### config.mk
export PLATFORM = sky130hd
export DESIGN_NAME = cmod_ctrl_regs
export DESIGN_NICKNAME = d
export VERILOG_FILES = /design/src/rtl/cmod_pkg.sv /design/src/rtl/cmod_rst_sync.sv /design/src/rtl/cmod_key_lock.sv /design/src/rtl/cmod_flag_bank.sv /design/src/rtl/cmod_ref_counter.sv /design/src/rtl/cmod_ctrl_regs.sv
export SDC_FILE = /design/constraint.sdc
export NUM_CORES = 1
export LEC_CHECK = 0
export CAP_MARGIN = 20
export CORE_MARGIN = 4
export CORE_UTILIZATION = 62
export CTS_CLUSTER_SIZE = 16
export DETAILED_ROUTE_END_ITERATION = 8
export PLACE_DENSITY = 0.94
export SLEW_MARGIN = 15
export SYNTH_ARGS = -nofsm -noshare
export SYNTH_HDL_FRONTEND = slang
export SYNTH_SLANG_ARGS = --single-unit
### constraint.sdc
create_clock -name clk -period 19.93 [get_ports clk]
set_input_delay 3.986 -clock clk [delete_from_list [all_inputs] [get_ports clk]]
set_output_delay 3.986 -clock clk [all_outputs]
set_load 0.02 [all_outputs]
### src/rtl/cmod_pkg.sv
package cmod_pkg;

  localparam int unsigned WORD_W = 32;

  // word offsets whose position software depends on
  localparam int unsigned RG_ID      = 0;
  localparam int unsigned RG_OSC     = 2;
  localparam int unsigned RG_CTRL    = 3;
  localparam int unsigned RG_STAT    = 4;
  localparam int unsigned RG_KEY     = 5;
  localparam int unsigned RG_AUX     = 7;
  localparam int unsigned RG_MEMCFG  = 8;
  localparam int unsigned RG_INIT    = 9;
  localparam int unsigned RG_REFCNT  = 10;
  localparam int unsigned RG_FLG_SET = 12;  // bank b: set at 12+2b, clear at 13+2b

  localparam logic [WORD_W-1:0] ID_VALUE    = 32'h411A_3001;
  localparam logic [WORD_W-1:0] STAT_VALUE  = 32'h0010_0000;
  localparam logic [WORD_W-1:0] OSC_RESET   = 32'h0100_0048;
  localparam logic [WORD_W-1:0] AUX_RESET   = 32'h0007_FEFF;
  localparam logic [WORD_W-1:0] INIT_RESET  = 32'h0000_0112;
  localparam logic [WORD_W-1:0] MEMCFG_BASE = 32'h0001_1122;

  localparam int unsigned KEY_W = 16;
  localparam logic [KEY_W-1:0] UNLOCK_KEY = 16'hA05F;

  localparam int unsigned CTRL_LED   = 0;
  localparam int unsigned CTRL_REMAP = 2;
  localparam int unsigned CTRL_RESET = 3;

  function automatic logic [WORD_W-1:0] memcfg_reset(input int unsigned mb);
    logic [WORD_W-1:0] code;
    if (mb >= 256)      code = 32'h10;
    else if (mb >= 128) code = 32'h0C;
    else if (mb >= 64)  code = 32'h08;
    else if (mb >= 32)  code = 32'h04;
    else                code = 32'h00;
    return MEMCFG_BASE | code;
  endfunction

endpackage

### src/rtl/cmod_rst_sync.sv
module cmod_rst_sync (
  input  logic clk,
  input  logic arst_n,
  output logic srst_n
);
  logic [1:0] stage_q;

  always_ff @(posedge clk or negedge arst_n) begin
    if (!arst_n) stage_q <= 2'b00;
    else         stage_q <= {stage_q[0], 1'b1};
  end

  assign srst_n = stage_q[1];
endmodule

### src/rtl/cmod_key_lock.sv
module cmod_key_lock #(
  parameter int unsigned KW = 16,
  parameter logic [KW-1:0] KEY = '1
) (
  input  logic          clk,
  input  logic          rst_n,
  input  logic          wr_stb,
  input  logic [KW-1:0] wr_key,
  output logic [KW-1:0] key_q,
  output logic          open
);
  logic          key_en;
  logic [KW-1:0] key_d;

  always_comb begin
    key_en = wr_stb;
    key_d  = wr_key;
  end

  always_ff @(posedge clk or negedge rst_n) begin
    if (!rst_n)      key_q <= '0;
    else if (key_en) key_q <= key_d;
  end

  assign open = (key_q == KEY);
endmodule

### src/rtl/cmod_flag_bank.sv
module cmod_flag_bank #(
  parameter int unsigned W = 32
) (
  input  logic         clk,
  input  logic         rst_n,
  input  logic         set_stb,
  input  logic         clr_stb,
  input  logic [W-1:0] wr_data,
  output logic [W-1:0] bits_q
);
  logic         bits_en;
  logic [W-1:0] bits_d;

  always_comb begin
    bits_en = set_stb | clr_stb;
    bits_d  = bits_q;
    if (set_stb)      bits_d = bits_q | wr_data;
    else if (clr_stb) bits_d = bits_q & ~wr_data;
  end

  always_ff @(posedge clk or negedge rst_n) begin
    if (!rst_n)       bits_q <= '0;
    else if (bits_en) bits_q <= bits_d;
  end
endmodule

### src/rtl/cmod_ref_counter.sv
module cmod_ref_counter #(
  parameter int unsigned W   = 32,
  parameter int unsigned DIV = 4
) (
  input  logic         clk,
  input  logic         rst_n,
  output logic [W-1:0] count_q
);
  logic         tick;
  logic [W-1:0] count_d;

  if (DIV <= 1) begin : g_direct
    assign tick = 1'b1;
  end else begin : g_prescale
    localparam int unsigned PW = $clog2(DIV);
    logic [PW-1:0] ph_q, ph_d;
    logic          ph_wrap;

    always_comb begin
      ph_wrap = (ph_q == PW'(DIV - 1));
      ph_d    = ph_wrap ? '0 : ph_q + 1'b1;
    end

    always_ff @(posedge clk or negedge rst_n) begin
      if (!rst_n) ph_q <= '0;
      else        ph_q <= ph_d;
    end

    assign tick = ph_wrap;
  end

  always_comb count_d = count_q + 1'b1;

  always_ff @(posedge clk or negedge rst_n) begin
    if (!rst_n)    count_q <= '0;
    else if (tick) count_q <= count_d;
  end
endmodule

### src/rtl/cmod_ctrl_regs.sv
module cmod_ctrl_regs
  import cmod_pkg::*;
#(
  parameter int unsigned ADDR_W   = 6,
  parameter int unsigned TICK_DIV = 4,
  parameter int unsigned MEM_MB   = 128
) (
  input  logic              clk,
  input  logic              rst_n,
  input  logic              wr_en,
  input  logic [ADDR_W-1:0] wr_addr,
  input  logic [WORD_W-1:0] wr_data,
  input  logic [ADDR_W-1:0] rd_addr,
  output logic [WORD_W-1:0] rd_data,
  output logic              rst_req,
  output logic              remap_ram,
  output logic              led
);
  localparam logic [WORD_W-1:0] MEMCFG_RST = memcfg_reset(MEM_MB);
  localparam int unsigned       N_BANKS    = 2;

  logic srst_n;

  cmod_rst_sync u_rst_sync (
    .clk    (clk),
    .arst_n (rst_n),
    .srst_n (srst_n)
  );

  // write decode
  logic wr_osc, wr_ctrl, wr_key, wr_aux, wr_mem, wr_init;

  always_comb begin
    wr_osc  = wr_en && (wr_addr == ADDR_W'(RG_OSC));
    wr_ctrl = wr_en && (wr_addr == ADDR_W'(RG_CTRL));
    wr_key  = wr_en && (wr_addr == ADDR_W'(RG_KEY));
    wr_aux  = wr_en && (wr_addr == ADDR_W'(RG_AUX));
    wr_mem  = wr_en && (wr_addr == ADDR_W'(RG_MEMCFG));
    wr_init = wr_en && (wr_addr == ADDR_W'(RG_INIT));
  end

  // unlock key for the oscillator words
  logic [KEY_W-1:0] key_q;
  logic             lock_open;

  cmod_key_lock #(.KW(KEY_W), .KEY(UNLOCK_KEY)) u_lock (
    .clk    (clk),
    .rst_n  (srst_n),
    .wr_stb (wr_key),
    .wr_key (wr_data[KEY_W-1:0]),
    .key_q  (key_q),
    .open   (lock_open)
  );

  // set/clear flag banks
  logic [N_BANKS-1:0][WORD_W-1:0] flag_q;

  for (genvar b = 0; b < N_BANKS; b++) begin : g_bank
    logic set_s, clr_s;
    assign set_s = wr_en && (wr_addr == ADDR_W'(RG_FLG_SET + 2 * b));
    assign clr_s = wr_en && (wr_addr == ADDR_W'(RG_FLG_SET + 2 * b + 1));

    cmod_flag_bank #(.W(WORD_W)) u_bank (
      .clk     (clk),
      .rst_n   (srst_n),
      .set_stb (set_s),
      .clr_stb (clr_s),
      .wr_data (wr_data),
      .bits_q  (flag_q[b])
    );
  end

  // reference counter
  logic [WORD_W-1:0] ref_count;

  cmod_ref_counter #(.W(WORD_W), .DIV(TICK_DIV)) u_refcnt (
    .clk     (clk),
    .rst_n   (srst_n),
    .count_q (ref_count)
  );

  // plain storage words
  logic [WORD_W-1:0] osc_q, osc_d, aux_q, aux_d, mem_q, mem_d, init_q, init_d;
  logic              osc_en, aux_en, mem_en, init_en;
  logic              led_q, led_d, remap_q, remap_d, rreq_q, rreq_d;

  always_comb begin
    osc_en  = wr_osc & lock_open;
    aux_en  = wr_aux & lock_open;
    mem_en  = wr_mem;
    init_en = wr_init;
    osc_d   = wr_data;
    aux_d   = wr_data;
    mem_d   = wr_data;
    init_d  = wr_data;
    led_d   = wr_data[CTRL_LED];
    remap_d = wr_data[CTRL_REMAP];
    rreq_d  = wr_ctrl & wr_data[CTRL_RESET];
  end

  always_ff @(posedge clk or negedge srst_n) begin
    if (!srst_n) begin
      osc_q   <= OSC_RESET;
      aux_q   <= AUX_RESET;
      mem_q   <= MEMCFG_RST;
      init_q  <= INIT_RESET;
      led_q   <= 1'b0;
      remap_q <= 1'b0;
      rreq_q  <= 1'b0;
    end else begin
      if (osc_en)  osc_q  <= osc_d;
      if (aux_en)  aux_q  <= aux_d;
      if (mem_en)  mem_q  <= mem_d;
      if (init_en) init_q <= init_d;
      if (wr_ctrl) begin
        led_q   <= led_d;
        remap_q <= remap_d;
      end
      rreq_q <= rreq_d;
    end
  end

  assign rst_req   = rreq_q;
  assign remap_ram = remap_q;
  assign led       = led_q;

  // read mux
  always_comb begin
    rd_data = '0;
    case (rd_addr)
      ADDR_W'(RG_ID):          rd_data = ID_VALUE;
      ADDR_W'(RG_OSC):         rd_data = osc_q;
      ADDR_W'(RG_CTRL): begin
        rd_data[CTRL_LED]   = led_q;
        rd_data[CTRL_REMAP] = remap_q;
      end
      ADDR_W'(RG_STAT):        rd_data = STAT_VALUE;
      ADDR_W'(RG_KEY):         rd_data = {15'b0, lock_open, key_q};
      ADDR_W'(RG_AUX):         rd_data = aux_q;
      ADDR_W'(RG_MEMCFG):      rd_data = mem_q;
      ADDR_W'(RG_INIT):        rd_data = init_q;
      ADDR_W'(RG_REFCNT):      rd_data = ref_count;
      ADDR_W'(RG_FLG_SET):     rd_data = flag_q[0];
      ADDR_W'(RG_FLG_SET + 2): rd_data = flag_q[1];
      default:                 rd_data = '0;
    endcase
  end
endmodule

======== Yosys cells after proc, flatten, opt, wreduce, memory -nomap -nowiden ========
Cells that the tools add are included.
storage, ports and cells
  flip-flop bits (word level) ............. 247
  input port bits ......................... 47
  output and inout port bits .............. 35
  logic and storage cells ................. 71
cells by class
  $add $sub $neg .......................... 2
  equal/unequal tests ..................... 22
  muxes and demuxes ....................... 9
  bitwise logic cells ..................... 10
  reduce and logical (&&, ||, !) cells .... 15
operators by type and width
  kind                                                                   count
  29-bit one-hot mux with 10 select lines                                1
  32-bit two-way mux                                                     4
  6-bit by 4-bit equality test with 1-bit output, second input constant  11
  32-bit AND                                                             2
  32-bit OR                                                              2
  32-bit by 1-bit adder with 32-bit output, second input constant        1
  32-bit inverter                                                        1
  6-bit by 3-bit equality test with 1-bit output, second input constant  5
  6-bit by 2-bit equality test with 1-bit output, second input constant  4
  16-bit equality test, second input constant                            1
  1-bit logical AND                                                      10
  1-bit one-hot mux with 10 select lines                                 1
  1-bit one-hot mux with 9 select lines                                  1
  1-bit one-hot mux with 8 select lines                                  1
  6-bit logical NOT                                                      1
  2-bit AND reduction                                                    2
  2-bit nonzero test                                                     2
  1-bit AND                                                              3
  2-bit by 1-bit adder with 2-bit output, second input constant          1
  2-bit equality test, second input constant                             1
  2-bit two-way mux                                                      1
  1-bit OR                                                               2

======== Depth between registers and ports, before layout ========
Gate-level depths: netlist (run 1).
  word-level depth ........................ 4
  gate-level depth with buffers ........... 7
  depth with buffers taken out ............ 5

======== Cells and area by module ========
From an unflattened synthesis (run 1), not the netlist that was laid out.
second synthesis, totals
  cell total of the unflattened synthesis .. 906
  area total of the unflattened synthesis .. 11414.7 um^2
by module, submodules not included
  module            times used  cells an instance  area an instance (um^2)  sequential area each (um^2)
  cmod_ctrl_regs    1           534                6688.9                   3316.9
  cmod_flag_bank    2           102                1249.9                   800.8
  cmod_ref_counter  1           126                1527.7                   850.8
  cmod_key_lock     1           39                 644.4                    400.4
  cmod_rst_sync     1           3                  53.8                     50.0

======== Worst setup path after synthesis (run 1) ========
Ideal clock, no wire load.
  path kind ............................... input to output
  from .................................... in rd_addr[1]
  to ...................................... out rd_data[12]
  arrival time ............................ 5.668 ns
  required time ........................... 15.944 ns
  slack ................................... 10.276 ns
  stages .................................. 6
  path buffers ............................ 2
  path through ............................ clkbuf_1 nor4b_1 and3_1 clkbuf_1 a222oi_1 nand3_1
between the ends
  longest elaborated chain between the ends .. 2
  elaborated cells between the ends (all ways) .. 11
  those cells by class .................... eq/ne (9); mux (1); reduce/logical (1)
ends and longest elaborated chain
  what                                                                    RTL line               source
  start, declared                                                         cmod_ctrl_regs.sv:13   input logic [ADDR_W-1:0] rd_addr,
  6-bit by 4-bit equality test with 1-bit output (tied with other cells)  cmod_ctrl_regs.sv:130  case (rd_addr)
  29-bit one-hot mux with 10 select lines *                               cmod_ctrl_regs.sv:130
  end, declared                                                           cmod_ctrl_regs.sv:14   output logic [WORD_W-1:0] rd_data,
Mark *: on every way between the ends. The rest lies on a longest branch, timed or not.

======== Worst setup path after layout (run 1) ========
  from .................................... in rd_addr[1]
  to ...................................... out rd_data[16]
Same word-level chain as after synthesis.

==> results of run 1 <==
## through the flow
stage                     hold WS, ns  cell area, µm²
final                           0.207           13300
after detailed placement        0.344           12400
after global routing            0.232           13300
after global placement          0.337           12400
after floorplan                 0.331           11600
after CTS                       0.358           13200
## worst max path at each step
| stage | slack, ns | depth (start not counted) | start | end |
|---|---|---|---|---|
| after CTS | 8.60 | 7 | rd_addr[1] | rd_data[7] |
| after global placement | 8.88 | 8 | rd_addr[3] | rd_data[14] |
| after detailed placement | 8.71 | 8 | rd_addr[3] | rd_data[14] |
| after global routing | 8.26 | 7 | rd_addr[1] | rd_data[7] |
| after floorplan | 10.28 | 6 | rd_addr[1] | rd_data[12] |
| final | 8.32 | 7 | rd_addr[1] | rd_data[16] |
## power breakdown
part           total (µW)  switching (µW)  leakage, µW  internal (µW)
combinational         111            59.1      0.00267           51.9
sequential            583            33.1      0.00313            550
clock                 474             195     0.000401            278
## kinds of logic after synthesis
family                   count (synthesis)
buffers and inverters                  100
adder cells (fa/ha/maj)                  2
other                                    1
multiplexers                           200
XOR/XNOR                                31
flip-flops                             247
AO/OA/AOI/OAI                          186
AND/OR/NAND/NOR                        171
## final cells by class
cell class | instances | share of cell area (%)
Clock inverter | 8 | 0.714
Tap cell | 229 | 2.15
Clock buffer | 36 | 5.46
Inverter | 24 | 0.676
Multi-Input combinational cell | 591 | 36.5
Sequential cell | 247 | 46.7
Timing Repair Buffer | 103 | 7.78
## layer usage
metal,GRT usage (%),vias up,part of all wire [%]
met4,12.9,2,4.6
met5,0,-,0.039
met3,6.22,179,11
met2,48.6,753,47
li1,-,3589,-
met1,41.9,4372,37
## layout by cell type (no fill, tap or decap), types with 11 or more instances in the layout
cell | synthesis | routed
a21oi_1 | 50 | 50
a222oi_1 | 16 | 16
a22o_1 | 11 | 11
a22oi_1 | 43 | 43
a2bb2oi_1 | 13 | 13
a31oi_1 | 44 | 44
buf_4 | 0 | 17
clkbuf_16 | 0 | 25
clkdlybuf4s50_1 | 0 | 80
dfrtp_1 | 216 | 215
dfstp_2 | 31 | 31
inv_1 | 24 | 24
mux2_2 | 127 | 127
mux2_4 | 30 | 30
mux2i_1 | 41 | 41
nand2_1 | 46 | 46
nand3_1 | 35 | 35
nand4_1 | 20 | 20
xnor2_1 | 27 | 27
==> impl_metrics.sql, run 1 <==
INSERT INTO impl_metrics (metric_group, metric, value, unit) VALUES
('floorplanning', 'core_region_area', '18100', 'µm²'),
('worst_setup_path', 'critical_path.most_common_cell', 'clkdlybuf4s50_1', ''),
('synthesis', 'ys_seq_elements', '247', ''),
('power_and_ir_drop', 'total_leakage_power', '0.00620', 'µW'),
('clocking', 'clkTransAtPathRegs', '0.07', 'ns'),
('floorplanning', 'rows', '49', ''),
('clocking', 'tritoncts.num_buffers', '24', ''),
('worst_setup_path', 'worst-path-max-fanout', '15', ''),
('synthesis', 'synthMostInstantiatedCell', 'dfrtp_1', ''),
('worst_setup_path', 'cp_peak_stage_delay', '0.86', 'ns'),
('timing', 'rsz_0062_raised_after_global_routing', 'no', ''),
('synthesis', 'synthesis.nets', '987', ''),
('status', 'status', 'finished clean', ''),
('floorplanning', 'die_y', '145', 'µm'),
('clocking', 'cts-htree-levels', '1', ''),
('synthesis', 'ys_warn_count', '0', ''),
('worst_setup_path', 'cp_cell_sequence', 'clkdlybuf4s50_1, nor4_1, and3_1, buf_4, a221oi_1, o211ai_1, clkdlybuf4s50_1', ''),
('synthesis', 'synth_edf_count', '0', ''),
('worst_setup_path', 'worst_r2r_startpoint', 'u_lock.key_q[5]$_DFFE_PN0P_', ''),
('power_and_ir_drop', 'worst_ir_drop_vdd', '0.0000641', 'V'),
('global_route', 'grt_max_degree', '85', ''),
('worst_setup_path', 'reg2regPathDepth', '5', ''),
('clocking', 'cts_hold_repair.buffers', '0', ''),
('timing', 'final_setup_violating_endpoints', '0', ''),
('global_route', 'grt_pass1_wl', '50100', 'µm'),
('drt', 'post_drt_via_cell_ratio', '7.18', ''),
('drt', 'drt.antenna.violating_nets', '0', ''),
('timing', 'finalMaxSlewViolations', '0', ''),
('final_layout', 'seq_area', '6220', 'µm²'),
('worst_setup_path', 'critical-path-slowest-cell', 'and3_1', ''),
('global_route', 'initial_antenna_violation_count', '1', ''),
('worst_setup_path', 'worstReg2RegEnd', 'osc_q[8]$_DFFE_PN0P_', ''),
('worst_setup_path', 'critical_path.startpoint_type', 'input pin', ''),
('final_layout', 'layoutNonFillerInstCount', '1238', ''),
('worst_setup_path', 'worstSetupPathType', 'input pin to primary output', ''),
('timing', 'final.period_utilization', '58.3', '%'),
('drt', 'dr_total_vias', '8895', ''),
('clocking', 'tritoncts', 'built', ''),
('timing', 'timing.final.hold_violations', '0', ''),
('drt', 'wirelength_per_cell', '26.7', 'µm'),
('final_layout', 'antenna_cells', '0', ''),
('run', 'maxcap_violations', '0', ''),
('timing', 'clock-skew-final', '0.0134', 'ns'),
('floorplanning', 'initial_core_util', '63.7', '%'),
('global_route', 'grt_pass1_vias', '9178', ''),
('clocking', 'clock-sinks', '247', ''),
('floorplanning', 'die_width', '145', 'µm'),
('placed_design', 'numPlacedInstances', '1189', ''),
('timing', 'finalWorstPathRequiredPeriod', '11.61', 'ns'),
('timing', 'setup_total_negative_slack', '0', 'ns'),
('timing', 'slew_headroom', '29.5', '%'),
('synthesis', 'synth_largest_type_area_fraction', '46.7', '%'),
('timing', 'max_slew.worst_pin.slew', '1.06', 'ns'),
('global_route', 'grt.total_usage', '30.7', '%'),
('placed_design', 'post_detailed_placement_half_perimeter_wirelength', '18100', 'µm'),
('worst_setup_path', 'worstPathBufferInverterCount', '3', ''),
('timing', 'post-route-worst-setup-slack', '8.32', 'ns'),
('clocking', 'cts_resized', '0', ''),
('worst_setup_path', 'critPathRequiredTime', '15.94', 'ns'),
('placed_design', 'gpl.final_weighted_congestion', '0.833', ''),
('drt', 'detailed_router_iteration_count_before_antenna_repair', '6', ''),
('drt', 'drc_violations_left', '0', ''),
('synthesis', 'syn_area_per_cell', '12.3', 'µm²'),
('synthesis', 'synth.area.top_cells', 'dfrtp_1 47%, mux2_2 12%, dfstp_2 7.0%, mux2_4 3.9%, mux2i_1 3.5%', ''),
('synthesis', 'async_set_or_reset_flop_fraction_in_the_synthesized_netlist', '100', '%'),
('synthesis', 'synth_top_family_by_area', 'multiplexers', ''),
('synthesis', 'synthesized_instance_count', '938', ''),
('synthesis', 'dominantRegCellSynth', 'dfrtp_1', ''),
('clocking', 'post_cts.repair.setup_buffers', '0', ''),
('drt', 'drt_iter0_markers', '1436', ''),
('synthesis', 'yosysUniqueCellTypes', '50', '');
No activity file was read; power rests on OpenSTA's default activity.
==> run 2, diff against run 1 <==
--- a/config.mk
+++ b/config.mk
@@ -7,10 +7,10 @@
 export LEC_CHECK = 0
 export CAP_MARGIN = 20
 export CORE_MARGIN = 4
-export CORE_UTILIZATION = 62
+export CORE_UTILIZATION = 53
 export CTS_CLUSTER_SIZE = 16
 export DETAILED_ROUTE_END_ITERATION = 8
-export PLACE_DENSITY = 0.94
+export PLACE_DENSITY = 0.87
 export SLEW_MARGIN = 15
 export SYNTH_ARGS = -nofsm -noshare
 export SYNTH_HDL_FRONTEND = slang
==> constraint.sdc (replaced) <==
create_clock -name clk -period 9.89 [get_ports clk]
set_input_delay 1.978 -clock clk [delete_from_list [all_inputs] [get_ports clk]]
set_output_delay 1.978 -clock clk [all_outputs]
set_load 0.02 [all_outputs]
==> run 2 against run 1 <==
Compared with the run above: global-route usage decreased by 6.1 points; final cell count increased by 3.4%; non-clock buffer count decreased by 5; critical path depth unchanged; design area decreased by 0.39%; worst setup slack got worse by 6.1 ns; sequential share of layout area increased by 0.18 points; worst hold slack improved by 0.041 ns; core utilization decreased by 11 points.
==> impl_metrics.sql, run 2 (same netlist as run 1, synthesis figures left out) <==
INSERT INTO impl_metrics (metric_group, metric, value, unit) VALUES
('timing', 'final_setup_violating_endpoints', '0', ''),
('clocking', 'cts-htree-levels', '1', ''),
('timing', 'finalMaxSlewViolations', '0', ''),
('timing', 'max_slew.worst_pin.slew', '1.04', 'ns'),
('final_layout', 'final_layout_size_suffix_gt1_share', '25.3', '%'),
('drt', 'detailed_router_iteration_count_before_antenna_repair', '6', ''),
('power_and_ir_drop', 'worst_ir_drop_vdd', '0.000151', 'V'),
('timing', 'timing.final.hold_violations', '0', ''),
('power_and_ir_drop', 'power_dens_cells', '174', 'nW/µm²'),
('clocking', 'tritoncts.num_buffers', '25', ''),
('timing', 'fmax', '131', 'MHz'),
('worst_setup_path', 'worst_setup_path_end_kind', 'primary output', ''),
('drt', 'wirelength_per_cell', '23.1', 'µm'),
('final_layout', 'layout.cells.most_common_list', '215 x dfrtp_1, 127 x mux2_2, 80 x clkdlybuf4s50_1', ''),
('timing', 'setup_total_negative_slack', '0', 'ns'),
('status', 'status', 'finished clean', ''),
('floorplanning', 'initial_core_util', '54.5', '%'),
('floorplanning', 'rows', '53', ''),
('drt', 'drt.antenna.violating_nets', '0', ''),
('final_layout', 'synthToLayoutAreaGrowth', '14.7', '%'),
('timing', 'clock-skew-final', '0.00891', 'ns'),
('floorplanning', 'core_region_area', '21200', 'µm²'),
('clocking', 'tritoncts', 'built', ''),
('worst_setup_path', 'critPathRequiredTime', '7.91', 'ns'),
('clocking', 'cts_resized', '0', ''),
('clocking', 'worst_skew_pair.late_latency', '0.51', 'ns'),
('global_route', 'grt_pass1_vias', '8756', ''),
('final_layout', 'nFillCells', '1562', ''),
('worst_setup_path', 'critical_path.startpoint_type', 'input pin', ''),
('floorplanning', 'ioPinCount', '82', ''),
('worst_setup_path', 'worst-path-max-fanout', '19', ''),
('drt', 'finalWirelength', '29500', 'µm'),
('clocking', 'post_cts.repair.setup_buffers', '0', ''),
('placed_design', 'post-place-ws', '2.28', 'ns'),
('worst_setup_path', 'data_arrival_time_of_the_critical_path', '5.67', 'ns'),
('worst_setup_path', 'worst_r2r_startpoint', 'u_lock.key_q[5]$_DFFE_PN0P_', ''),
('floorplanning', 'die_width', '156', 'µm'),
('timing', 'final.period_utilization', '77.3', '%'),
('drt', 'drt_iter0_markers', '922', ''),
('run', 'maxcap_violations', '0', ''),
('drt', 'post_drt_via_cell_ratio', '6.45', ''),
('global_route', 'overall_overflow_remaining_after_global_route', '0', ''),
('final_layout', 'antenna_cells', '0', ''),
('worst_setup_path', 'reg2regPathDepth', '5', ''),
('worst_setup_path', 'worstSetupPathType', 'input pin to primary output', ''),
('worst_setup_path', 'reg2reg_setup_slack', '6.95', 'ns'),
('floorplanning', 'floorplan.die_area', '24300', 'µm²'),
('final_layout', 'fin_util', '62.5', '%'),
('clocking', 'clkTransAtPathRegs', '0.06', 'ns'),
('clocking', 'cts_hold_repair.buffers', '0', ''),
('clocking', 'cts_root_buffer', 'clkbuf_16', ''),
('global_route', 'grt.total_usage', '24.6', '%'),
('worst_setup_path', 'worstReg2RegEnd', 'osc_q[20]$_DFFE_PN0P_', ''),
('drt', 'drc_violations_left', '0', ''),
('placed_design', 'gpl.final_weighted_congestion', '0.799', ''),
('drt', 'dr_total_vias', '8252', ''),
('clocking', 'clock-sinks', '247', ''),
('global_route', 'grt_max_degree', '75', ''),
('global_route', 'initial_antenna_violation_count', '0', ''),
('final_layout', 'post_layout_nets', '1036', ''),
('clocking', 'clock_tree.buffer_depth', '3', ''),
('power_and_ir_drop', 'total_leakage_power', '0.00615', 'µW'),
('placed_design', 'post_detailed_placement_half_perimeter_wirelength', '17600', 'µm'),
('timing', 'rsz_0062_raised_after_global_routing', 'no', ''),
('global_route', 'grt_pass1_wl', '48200', 'µm'),
('final_layout', 'final_common_cell', 'dfrtp_1', ''),
('floorplanning', 'die_y', '156', 'µm'),
('placed_design', 'place.port_buffers', '81', ''),
('timing', 'slew_headroom', '30.0', '%'),
('timing', 'finalWorstPathRequiredPeriod', '7.64', 'ns'),
('timing', 'post-route-worst-setup-slack', '2.25', 'ns'),
('worst_hold_path', 'timing.hold.worst.class', 'register to async pin', '');
-- run 2: cell count changes in the layout (fill, tap and decap cells not counted), sizes merged --
cell | before | now
clkinvlp | 2 | 0
clkbuf | 36 | 44
bufinv | 2 | 0
buf | 23 | 18
clkinv | 4 | 1
-- run 2: where the power goes --
| group | leakage, µW | internal, µW | total (µW) | switching (µW) |
|---|---|---|---|---|
| logic | 0.00262 | 101 | 211 | 110 |
| registers | 0.00313 | 1110 | 1170 | 59.5 |
| clock network | 0.000401 | 547 | 925 | 377 |
-- run 2: metrics by stage --
stage               area, µm²  hold slack [ns]  std cells  total power [µW]
finish                  13300            0.248       1280              2300
global route            13300            0.284       1280              2390
CTS                     13300            0.258       1280              2310
detailed placement      12500            0.250       1235              1390
global placement        12500            0.249       1235              1370
floorplan               11600            0.331        938              1310
-- run 2: worst max path at each step --
stage | from | slack, ns | endpoint | cells past startpoint
6_report | rd_addr[3] | 2.25 | rd_data[13] | 7
5_1_grt | rd_addr[3] | 2.08 | rd_data[20] | 7
4_1_cts | rd_addr[3] | 2.26 | rd_data[13] | 7
3_5_place_dp | rd_addr[3] | 2.28 | rd_data[13] | 7
3_3_place_gp | rd_addr[3] | 2.50 | rd_data[13] | 7
2_1_floorplan | u_rst_sync.stage_q[1]$_DFF_PN0_ | 2.55 | async pin | 0
-- run 2: critical path, cell delays in order --
cell and delay, ns:
clkdlybuf4s50_1 0.94, nor2_1 0.92, buf_4 0.28, and2_0 0.51
a222oi_1 0.21, nand3_1 0.19, clkdlybuf4s50_1 0.62
-- run 2: routing by layer --
metal | vias up | global-route usage (%) | wire length (µm)
met5 | - | 0 | 0
met4 | 0 | 9.96 | 998
met3 | 88 | 4.60 | 2230
met2 | 401 | 38.8 | 14000
met1 | 4193 | 34.0 | 12300
li1 | 3570 | - | -
-- run 2: layout make-up --
type                    count  area (µm²)  area share (%)
clock buffers              44         807            6.08
clock inverters             1        5.00          0.0377
inverters                  24        90.1           0.679
multi-input cells         591        4870            36.7
flip-flops and latches    247        6220            46.9
well taps                 275         344            2.59
repair buffers             98         933            7.03
==> run 3, diff against run 2 <==
--- a/config.mk
+++ b/config.mk
@@ -7,10 +7,10 @@
 export LEC_CHECK = 0
 export CAP_MARGIN = 20
 export CORE_MARGIN = 4
-export CORE_UTILIZATION = 53
+export CORE_UTILIZATION = 59
 export CTS_CLUSTER_SIZE = 16
 export DETAILED_ROUTE_END_ITERATION = 8
-export PLACE_DENSITY = 0.87
+export PLACE_DENSITY = 0.91
 export SLEW_MARGIN = 15
 export SYNTH_ARGS = -nofsm -noshare
 export SYNTH_HDL_FRONTEND = slang
==> constraint.sdc (replaced) <==
create_clock -name clk -period 7.54 [get_ports clk]
set_input_delay 1.508 -clock clk [delete_from_list [all_inputs] [get_ports clk]]
set_output_delay 1.508 -clock clk [all_outputs]
set_load 0.02 [all_outputs]
==> run 3 against run 2 <==
Compared with the run above: combinational power grew 30%; first-iteration DRC count increased by 29%; flip-flop and latch count stayed put; clock-buffer cell count down 3; global-route usage is 3.6 points higher; largest power group unchanged; largest cell class unchanged; total power up 31%; design area decreased by 0.10%; core utilization increased by 7.2 points; clock power rose by 29%.
==> impl_metrics.sql, run 3 (same netlist as run 1, synthesis figures left out) <==
INSERT INTO impl_metrics (metric_group, metric, value, unit) VALUES
('status', 'status', 'finished clean', ''),
('global_route', 'grt_max_degree', '74', ''),
('final_layout', 'antenna_cells', '0', ''),
('drt', 'detail_route.wirelength.met1', '12300', 'µm'),
('power_and_ir_drop', 'worst_ir_drop_vdd', '0.000208', 'V'),
('final_layout', 'postLayoutCellArea', '13300', 'µm²'),
('drt', 'drt.antenna.violating_nets', '0', ''),
('timing', 'setup_total_negative_slack', '0', 'ns'),
('worst_hold_path', 'worst_min_delay_path_startpoint', 'u_rst_sync.stage_q[0]$_DFF_PN0_', ''),
('clocking', 'post_cts.repair.setup_buffers', '0', ''),
('clocking', 'clock-sinks', '247', ''),
('clocking', 'cts_resized', '0', ''),
('global_route', 'initial_antenna_violation_count', '0', ''),
('worst_setup_path', 'reg2regPathDepth', '5', ''),
('clocking', 'clock_tree.buffer_depth', '3', ''),
('clocking', 'cts-htree-levels', '1', ''),
('global_route', 'grt_pass1_wl', '49600', 'µm'),
('worst_setup_path', 'worstReg2RegEnd', 'aux_q[30]$_DFFE_PN0P_', ''),
('worst_setup_path', 'worstSetupPathType', 'input pin to primary output', ''),
('final_layout', 'final_common_cell', 'dfrtp_1', ''),
('floorplanning', 'ioPinCount', '82', ''),
('final_layout', 'multiInputGateArea', '4870', 'µm²'),
('floorplanning', 'rows', '50', ''),
('drt', 'top_layer', 'met4', ''),
('clocking', 'tritoncts.num_buffers', '24', ''),
('timing', 'clock-skew-final', '0.0115', 'ns'),
('worst_setup_path', 'critical_path.startpoint_type', 'input pin', ''),
('global_route', 'overall_overflow_remaining_after_global_route', '0', ''),
('floorplanning', 'initial_core_util', '60.8', '%'),
('worst_setup_path', 'worst-path-max-fanout', '14', ''),
('final_layout', 'post_layout_nets', '1040', ''),
('power_and_ir_drop', 'total_leakage_power', '0.00616', 'µW'),
('timing', 'finalWorstPathRequiredPeriod', '6.51', 'ns'),
('worst_hold_path', 'min_delay_worst_endpoint', 'u_rst_sync.stage_q[1]$_DFF_PN0_', ''),
('final_layout', 'layout.cells.most_common_list', '215 x dfrtp_1, 127 x mux2_2, 80 x clkdlybuf4s50_1', ''),
('timing', 'rsz_0062_raised_after_global_routing', 'no', ''),
('worst_hold_path', 'timing.hold.worst.class', 'register to register', ''),
('worst_setup_path', 'worst_setup_path_end_kind', 'primary output', ''),
('drt', 'detailroute.wirelength.met3', '2930', 'µm'),
('floorplanning', 'die_width', '148', 'µm'),
('drt', 'wirelength_per_cell', '24.3', 'µm'),
('global_route', 'grt.total_usage', '28.3', '%'),
('placed_design', 'post_detailed_placement_half_perimeter_wirelength', '18600', 'µm'),
('drt', 'finalWirelength', '30800', 'µm'),
('worst_setup_path', 'data_arrival_time_of_the_critical_path', '5.00', 'ns'),
('placed_design', 'numPlacedInstances', '1224', ''),
('timing', 'max_slew.worst_pin.slew', '1.21', 'ns'),
('drt', 'post_drt_via_cell_ratio', '6.69', ''),
('timing', 'fmax', '154', 'MHz'),
('drt', 'met2RoutedLength', '14600', 'µm'),
('clocking', 'cts_hold_repair.buffers', '0', ''),
('drt', 'dr_total_vias', '8484', ''),
('clocking', 'clkTransAtPathRegs', '0.06', 'ns'),
('timing', 'timing.final.hold_violations', '0', ''),
('floorplanning', 'die_y', '148', 'µm'),
('floorplanning', 'core_region_area', '19000', 'µm²'),
('timing', 'slew_headroom', '19.2', '%'),
('clocking', 'worst_skew_pair.late_latency', '0.52', 'ns'),
('worst_setup_path', 'reg2reg_setup_slack', '4.56', 'ns'),
('power_and_ir_drop', 'power_dens_cells', '227', 'nW/µm²'),
('worst_setup_path', 'worst_r2r_startpoint', 'u_lock.key_q[5]$_DFFE_PN0P_', ''),
('placed_design', 'placed_cell_area', '12500', 'µm²'),
('placed_design', 'gpl.final_weighted_congestion', '0.867', ''),
('drt', 'drt_iter0_markers', '1186', ''),
('clocking', 'cts_root_buffer', 'clkbuf_16', ''),
('placed_design', 'place.port_buffers', '81', ''),
('timing', 'finalMaxSlewViolations', '0', ''),
('run', 'maxcap_violations', '0', ''),
('drt', 'detailed_router_iteration_count_before_antenna_repair', '8', ''),
('global_route', 'grt_pass1_vias', '9024', ''),
('timing', 'final_setup_violating_endpoints', '0', ''),
('final_layout', 'final_layout_size_suffix_gt1_share', '25.0', '%'),
('final_layout', 'nFillCells', '1212', ''),
('worst_setup_path', 'critPathRequiredTime', '6.03', 'ns'),
('worst_hold_path', 'worstHoldPathCells', '0', ''),
('clocking', 'tritoncts', 'built', ''),
('final_layout', 'seq_area', '6220', 'µm²'),
('drt', 'drc_violations_left', '0', ''),
('final_layout', 'layoutNonFillerInstCount', '1269', ''),
('final_layout', 'synthToLayoutAreaGrowth', '14.6', '%'),
('floorplanning', 'floorplan.die_area', '21900', 'µm²'),
('timing', 'final.period_utilization', '86.4', '%');
-- run 3: cell types whose count changed in the layout (fill, tap and decap cells not counted), sizes merged --
cell    change
buf         +5
clkbuf      -3
bufinv      +1
clkinv      +1
-- run 3: routing by layer --
| metal | vias to the layer above | GRT usage, % |
|---|---|---|
| met2 | 522 | 44.4 |
| met5 | - | 0 |
| met1 | 4292 | 38.5 |
| met3 | 90 | 6.77 |
| met4 | 0 | 10.9 |
| li1 | 3580 | - |
-- run 3: how the worst max path moves through the flow --
| stage | cells after the start | slack [ns] | from | to |
|---|---|---|---|---|
| CTS | 7 | 1.10 | rd_addr[1] | rd_data[2] |
| detailed placement | 7 | 1.22 | rd_addr[1] | rd_data[2] |
| floorplan | 0 | 0.20 | u_rst_sync.stage_q[1]$_DFF_PN0_ | async pin |
| global placement | 7 | 1.29 | rd_addr[1] | rd_data[2] |
| finish | 7 | 1.03 | rd_addr[1] | rd_data[2] |
| global route | 7 | 0.97 | rd_addr[1] | rd_data[1] |
-- run 3: per-stage QoR --
step / util, % / power (µW) / hold WS (ns) / worst slack [ns]
after global placement: 65.5 / 1800 / 0.338 / 1.29
final: 69.7 / 3010 / 0.360 / 1.03
after detailed placement: 65.5 / 1820 / 0.350 / 1.22
after floorplan: - / 1710 / 0.331 / 0.201
after global routing: 69.7 / 3110 / 0.379 / 0.970
after CTS: 69.6 / 3010 / 0.365 / 1.10
-- run 3: power by group --
group | total, µW | switching, µW | internal, µW
clock | 1190 | 505 | 686
combinational | 275 | 142 | 133
sequential | 1540 | 86.7 | 1450
-- run 3: critical path: stages --
cell and delay, ns:
clkdlybuf4s50_1 0.65, nor4_1 0.76, and3_1 0.77, buf_4 0.37, a22oi_1 0.13, nand3_1 0.17
clkdlybuf4s50_1 0.62
-- run 3: final cells by class --
type                            count  area share, %
Clock buffer                       41           5.47
Clock inverter                      3          0.302
Inverter                           24          0.680
Multi-Input combinational cell    591           36.7
Sequential cell                   247           47.0
Tap cell                          260           2.45
Timing Repair Buffer              103           7.42
